**src/rtl/dither_pkg.sv**
```systemverilog
package dither_pkg;
  localparam int NREG   = 10;
  localparam int ADDR_W = 4;

  typedef struct packed {
    logic [NREG-1:0] wrSel;
    logic            capture;
  } ctl_t;

  localparam logic [31:0] LUT_RG_RST = 32'hFA59B820;
  localparam logic [15:0] LUT_B_RST  = 16'hF5D0;
  localparam logic [2:0]  PAT23_RST  = 3'b011;
  localparam logic [3:0]  PAT34_RST  = 4'b0111;
  localparam logic [3:0]  PAT24_RST  = 4'b0101;
  localparam logic [4:0]  PAT45_RST  = 5'b01111;
  localparam logic [4:0]  PAT35_RST  = 5'b01011;
  localparam logic [6:0]  PAT67_RST  = 7'b0111111;
  localparam logic [6:0]  PAT57_RST  = 7'b0110111;
  localparam logic [6:0]  PAT47_RST  = 7'b0101011;
endpackage

```
**src/rtl/dither_ctrl.sv**
```systemverilog
module dither_ctrl
  import dither_pkg::*;
(
  input  logic              cfgWe,
  input  logic [ADDR_W-1:0] cfgAddr,
  input  logic              pixValid,
  output ctl_t              ctl
);
  logic [NREG-1:0] wrVec;

  generate
    for (genvar i = 0; i < NREG; i++) begin : g_dec
      assign wrVec[i] = cfgWe && (cfgAddr == ADDR_W'(i));
    end
  endgenerate

  assign ctl = '{wrSel: wrVec, capture: pixValid};
endmodule

```
**src/rtl/dither_datapath.sv**
```systemverilog
module dither_datapath
  import dither_pkg::*;
#(
  parameter int FRAME_W = 8,
  parameter int COL_W   = 10,
  parameter int LINE_W  = 9
) (
  input  logic               clk,
  input  logic               rstN,
  input  ctl_t               ctl,
  input  logic [31:0]        cfgData,
  input  logic               greyMode,
  input  logic [7:0]         pixData,
  input  logic [FRAME_W-1:0] frameCnt,
  input  logic [COL_W-1:0]   pixCol,
  input  logic [LINE_W-1:0]  pixLine,
  output logic               outValid,
  output logic [2:0]         subPix
);
  localparam int MAXW  = (FRAME_W > COL_W) ? ((FRAME_W > LINE_W) ? FRAME_W : LINE_W)
                                           : ((COL_W > LINE_W) ? COL_W : LINE_W);
  localparam int SUM_W = MAXW + 2;

  logic [31:0] lutR, lutG;
  logic [15:0] lutB;
  logic [2:0]  p23;
  logic [3:0]  p34, p24;
  logic [4:0]  p45, p35;
  logic [6:0]  p67, p57, p47;

  always_ff @(posedge clk) begin
    if (!rstN) begin
      lutR <= LUT_RG_RST; lutG <= LUT_RG_RST; lutB <= LUT_B_RST;
      p23 <= PAT23_RST; p34 <= PAT34_RST; p24 <= PAT24_RST;
      p45 <= PAT45_RST; p35 <= PAT35_RST;
      p67 <= PAT67_RST; p57 <= PAT57_RST; p47 <= PAT47_RST;
    end else begin
      if (ctl.wrSel[0]) lutR <= cfgData;
      if (ctl.wrSel[1]) lutG <= cfgData;
      if (ctl.wrSel[2]) lutB <= cfgData[15:0];
      if (ctl.wrSel[3]) p23 <= cfgData[2:0];
      if (ctl.wrSel[4]) begin
        p34 <= cfgData[19:16];
        p24 <= cfgData[3:0];
      end
      if (ctl.wrSel[5]) p45 <= cfgData[4:0];
      if (ctl.wrSel[6]) p35 <= cfgData[4:0];
      if (ctl.wrSel[7]) p67 <= cfgData[6:0];
      if (ctl.wrSel[8]) p57 <= cfgData[6:0];
      if (ctl.wrSel[9]) p47 <= cfgData[6:0];
    end
  end

  // sequence position, offset by screen location
  logic [SUM_W-1:0] phaseSum;
  logic [1:0] ph3, ph4;
  logic [2:0] ph5, ph7;
  assign phaseSum = SUM_W'(frameCnt) + SUM_W'(pixCol) + SUM_W'(pixLine);
  assign ph3 = 2'(phaseSum % SUM_W'(3));
  assign ph4 = phaseSum[1:0];
  assign ph5 = 3'(phaseSum % SUM_W'(5));
  assign ph7 = 3'(phaseSum % SUM_W'(7));

  function automatic logic codeBit(input logic [3:0] c);
    case (c)
      4'd0:    return 1'b0;
      4'd1:    return ~p67[ph7];
      4'd2:    return ~p57[ph7];
      4'd3:    return ~p47[ph7];
      4'd4:    return p47[ph7];
      4'd5:    return p57[ph7];
      4'd6:    return p67[ph7];
      4'd7:    return ~p45[ph5];
      4'd8:    return ~p35[ph5];
      4'd9:    return p35[ph5];
      4'd10:   return p45[ph5];
      4'd11:   return p24[ph4];
      4'd12:   return p34[ph4];
      4'd13:   return ~p23[ph3];
      4'd14:   return p23[ph3];
      default: return 1'b1;
    endcase
  endfunction

  // channel 0 blue, 1 green, 2 red
  logic [3:0] code [3];
  logic [2:0] nextBits;

  generate
    for (genvar ch = 0; ch < 3; ch++) begin : g_chan
      if (ch == 0) begin : g_blue
        assign code[0] = lutB[{pixData[1:0], 2'b00} +: 4];
      end else begin : g_rg
        logic [2:0]  lvl;
        logic [31:0] tab;
        assign lvl = pixData[3*ch+1 -: 3];
        assign tab = (ch == 1) ? lutG : lutR;
        assign code[ch] = greyMode ? code[0] : tab[{lvl, 2'b00} +: 4];
      end
      assign nextBits[ch] = codeBit(code[ch]);
    end
  endgenerate

  always_ff @(posedge clk) begin
    if (!rstN) begin
      outValid <= 1'b0;
      subPix   <= 3'b000;
    end else begin
      outValid <= ctl.capture;
      subPix   <= ctl.capture ? nextBits : 3'b000;
    end
  end

  assert_capture_valid_R8: assert property (@(posedge clk) disable iff (!rstN)
    ctl.capture |=> outValid);
  assert_idle_zero_R8: assert property (@(posedge clk) disable iff (!rstN)
    !ctl.capture |=> (!outValid && subPix == 3'b000));
  assert_code_on_R3: assert property (@(posedge clk) disable iff (!rstN)
    (ctl.capture && code[2] == 4'hF) |=> subPix[2]);
  assert_code_off_R3: assert property (@(posedge clk) disable iff (!rstN)
    (ctl.capture && code[2] == 4'h0) |=> !subPix[2]);
  assert_lut_hold_R9: assert property (@(posedge clk) disable iff (!rstN)
    !ctl.wrSel[0] |=> $stable(lutR));
endmodule

```
**src/rtl/tdither_engine.sv**
```systemverilog
module tdither_engine
  import dither_pkg::*;
#(
  parameter int FRAME_W = 8,
  parameter int COL_W   = 10,
  parameter int LINE_W  = 9
) (
  input  logic               clk,
  input  logic               rstN,
  input  logic               cfgWe,
  input  logic [3:0]         cfgAddr,
  input  logic [31:0]        cfgData,
  input  logic               greyMode,
  input  logic               pixValid,
  input  logic [7:0]         pixData,
  input  logic [FRAME_W-1:0] frameCnt,
  input  logic [COL_W-1:0]   pixCol,
  input  logic [LINE_W-1:0]  pixLine,
  output logic               outValid,
  output logic [2:0]         subPix
);
  ctl_t ctl;

  dither_ctrl u_ctrl (
    .cfgWe(cfgWe), .cfgAddr(cfgAddr), .pixValid(pixValid), .ctl(ctl)
  );

  dither_datapath #(.FRAME_W(FRAME_W), .COL_W(COL_W), .LINE_W(LINE_W)) u_dp (
    .clk(clk), .rstN(rstN), .ctl(ctl), .cfgData(cfgData), .greyMode(greyMode),
    .pixData(pixData), .frameCnt(frameCnt), .pixCol(pixCol), .pixLine(pixLine),
    .outValid(outValid), .subPix(subPix)
  );
endmodule

```
**config.mk**
```make
export PLATFORM = sky130hd
export DESIGN_NAME = tdither_engine
export DESIGN_NICKNAME = d
export VERILOG_FILES = /design/src/rtl/dither_pkg.sv /design/src/rtl/dither_ctrl.sv /design/src/rtl/dither_datapath.sv /design/src/rtl/tdither_engine.sv
export SDC_FILE = /design/constraint.sdc
export NUM_CORES = 1
export LEC_CHECK = 0
export ABC_AREA = 1
export BUFFER_PORTS_ARGS = -buffer_cell sky130_fd_sc_hd__buf_2
export CAP_MARGIN = 20
export CORE_MARGIN = 1.5
export CORE_UTILIZATION = 55
export CTS_BUF_LIST = sky130_fd_sc_hd__clkbuf_4 sky130_fd_sc_hd__clkbuf_8 sky130_fd_sc_hd__clkbuf_16
export DETAILED_ROUTE_END_ITERATION = 12
export MAX_ROUTING_LAYER = met4
export PLACE_DENSITY_LB_ADDON = 0.3
export SLEW_MARGIN = 20
export SYNTH_ARGS = -nofsm -noshare
export SYNTH_HDL_FRONTEND = slang
export SYNTH_SLANG_ARGS = --single-unit
```
**constraint.sdc**
```tcl
create_clock -name clk -period 12.9 [get_ports clk]
set_input_delay 0.645 -clock clk [delete_from_list [all_inputs] [get_ports clk]]
set_output_delay 0.645 -clock clk [all_outputs]
set_load 0.05 [all_outputs]
```
==> reports/qor.txt <==
FP Rows: 46
Design area: 10200 sq um
Via density per instance: 5.44
Fin crit period: 8040 ps
Register-to-Register Path Depth: 17
Synth Area in Compound Gates: 14.0%
Fin crit share: 62.3%
Final wirelength: 23800 microns
H-tree depth: 4
Synth Area in Adders: 3.90%
Post-synth top cells: nand2_1, nand3_1, nor2_1, inv_1, dfxtp_1
Clock Skew: 9.74 ps
Crit path kind: in -> reg
Post-synth net total: 1597
Slew @ Worst Pin: 1100 ps
CP Max Fanout: 5
Mux cell area share after synthesis: 0%
RSZ-0062 raised after global routing: false
Number of synthesized register bits: 126
Max Slew Vio Count: 0
Diodes inserted: 0
Hold slack: 454 ps
First-pass GRT wire length: 39400 microns
Total negative slack: 0 ps
Startpoint types: input pin
Fin nets: 1653
Hold Crit Start: u_dp.g_chan[2].g_rg.tab[6]
Placed instance area: 9570 sq um
Post-CTS resize count: 0
Reg2Reg Setup Slack: 10900 ps
DR vias: 9684
Reg clk slew, reported paths: 60 ps
Worst path slowest cell: fa_1
Yosys cell types: 48
Reg2reg end: u_dp.subPix[2]
RePlAce Congestion: 0.973
CP arrival: 8340 ps
Pin count of the biggest net entering global routing: 84
Slew HR: 26.5%
Congestion Overflow GR: 0
Syn_area_per_cell: 6.06 sq um
PortBufs: 79
CTS Buf Count: 17
Longest Clk Path Bufs: 2
Area leader, netlist: dfxtp_1
DRT Pass-1 Iters: 5
Initial antenna violation count: 0
Ports: 80
Antenna-violating nets left: 0
Die W: 131 microns
Starting Density: 56.6%
Placed cell count: 1747
Hold-fix buffers, CTS: 0
Buf/Inv on CP: 10
Post-CTS Setup Bufs: 0
Cell family with the largest share of critical-path delay: simple AND/OR/NAND/NOR gates
Die ar.: 17200 sq um
Die Y: 131 microns
Register area: 2520 sq um
Area grow syn2layout: 12.4%
GR Layer Usage met1: 37.1%
Top-count cell post-synth: nand2_1
Met2 global-route usage: 44.9%
Final hold violations: 0
Total GRT Usage: 28.1%
Mapped Area: 9050 sq um
Setup violations, final: 0
DR WL/cell: 13.4 microns
Core Area: 16000 sq um
Fillers: 1538
Hold path depth: 2
Syn. warnings: 0
Most frequent CP cell: nand2_1
Max stage delay on crit path: 430 ps
Post-Layout Cell Count: 1779
Dpl hpwl: 17300 microns
F_max: 0.124 GHz
Worst skew pair latency: 420 ps
Synth area leaders: dfxtp_1, nand2_1, nand3_1
Layout cells sized above 1: 13.0%
Most used routing layer: met2
Synth Area in Simple Gates: 43.0%
Post-synth top area share: 27.9%
DRC Markers: 0
Clock Tree Root: clkbuf_16
CP Capture Type: flip-flop
Iter 0 DRT Violations: 854
CP required: 13200 ps
Hold Path Class: reg -> reg
Outcome: finished clean
Post-synthesis sequential area ratio: 27.9%
M3 GR Usage: 3.67%
Hold endpoint: u_dp.g_chan[2].g_rg.tab[6]
Synth Area in XOR/XNOR: 2.23%
Async set-reset flop share out of synthesis: 0%
RR Startpoint: u_dp.g_chan[2].g_rg.tab[21]
Post-Syn Instances: 1494
Post-synth EDFFs: 0
Main synth FF type: dfxtp_1
CTS tree: yes
Max_cap viols: 0
Largest family of logic cells by synthesized area: simple AND/OR/NAND/NOR gates
Sink Count: 126
Multi-input logic area: 5720 sq um
Vias in the first global route: 8434
## worst min-delay path, cell delays in order (launching register included)
cell     delay [ps]
dfxtp_1         300
inv_1            60
a21oi_1          50
## sequential cells by signal (all words and copies together), names as in the netlist
| name | cells |
|---|---|
| u_dp.p57 | 7 |
| u_dp.p67 | 7 |
| u_dp.g_chan.g_rg.tab | 64 |
| u_dp.p34 | 4 |
| u_dp.p45 | 5 |
| u_dp.lutB | 16 |
| u_dp.p23 | 3 |
| u_dp.p24 | 4 |
| u_dp.p47 | 7 |
| u_dp.outValid | 1 |
| u_dp.p35 | 5 |
| u_dp.subPix | 3 |
## cell families (layout without fill, tap and decap cells)
family,Yosys count,in the layout
AO/OA/AOI/OAI,221,221
buffers and inverters,213,282
XOR/XNOR,20,20
adder cells (fa/ha/maj),27,27
flip-flops,126,126
AND/OR/NAND/NOR,887,887
## how the worst max path moves through the flow
stage	cells after the start	startpoint	slack (ps)	end
floorplan	70	frameCnt[0]	5520	u_dp.subPix[2]
global placement	66	frameCnt[0]	4800	u_dp.subPix[2]
detailed placement	67	frameCnt[0]	4520	u_dp.subPix[2]
CTS	67	frameCnt[0]	4930	u_dp.subPix[2]
global route	68	frameCnt[0]	3880	u_dp.subPix[2]
finish	65	frameCnt[0]	4860	u_dp.subPix[2]
## layout make-up
cell class                 count  share of cell area, %
clock buffer                  18                   4.25
clock inverter                14                   1.76
inverter                     168                   6.20
multi-input combinational   1155                   56.2
sequential                   126                   24.8
tap                          216                   2.66
timing repair buffer          82                   4.13
## placed cells by master, fill, tap and decap left out, drive strengths merged
cell type,instances
nand3b,2
clkinvlp,2
xnor2,9
buf,82
dfxtp,126
nor4,1
nand4,16
a31o,1
nand2,486
nor2,168
a32oi,2
nor3,5
a21boi,2
xor2,11
ha,25
o211ai,37
inv,171
a32o,1
bufinv,3
o21a,1
clkbuf,18
a31oi,2
or2,3
o2111ai,1
o21bai,3
o31ai,2
a21o,5
clkinv,6
fa,2
a21oi,66
nand3,206
o21ai,98
## per-layer routing
layer,wire (microns),vias up
li1,-,4984
met1,11000,4311
met2,10800,340
met3,1450,49
met4,561,0
met5,0,-
## stage by stage
step	util [%]	worst slack, ps
6_report	63.6	4860
5_1_grt	63.6	3880
4_1_cts	63.6	4930
3_5_place_dp	59.8	4520
3_3_place_gp	59.8	4800
2_1_floorplan	-	5520
Power is not shown: default switching activity piles up to over one toggle a cycle in this logic, so the estimate is an artifact.
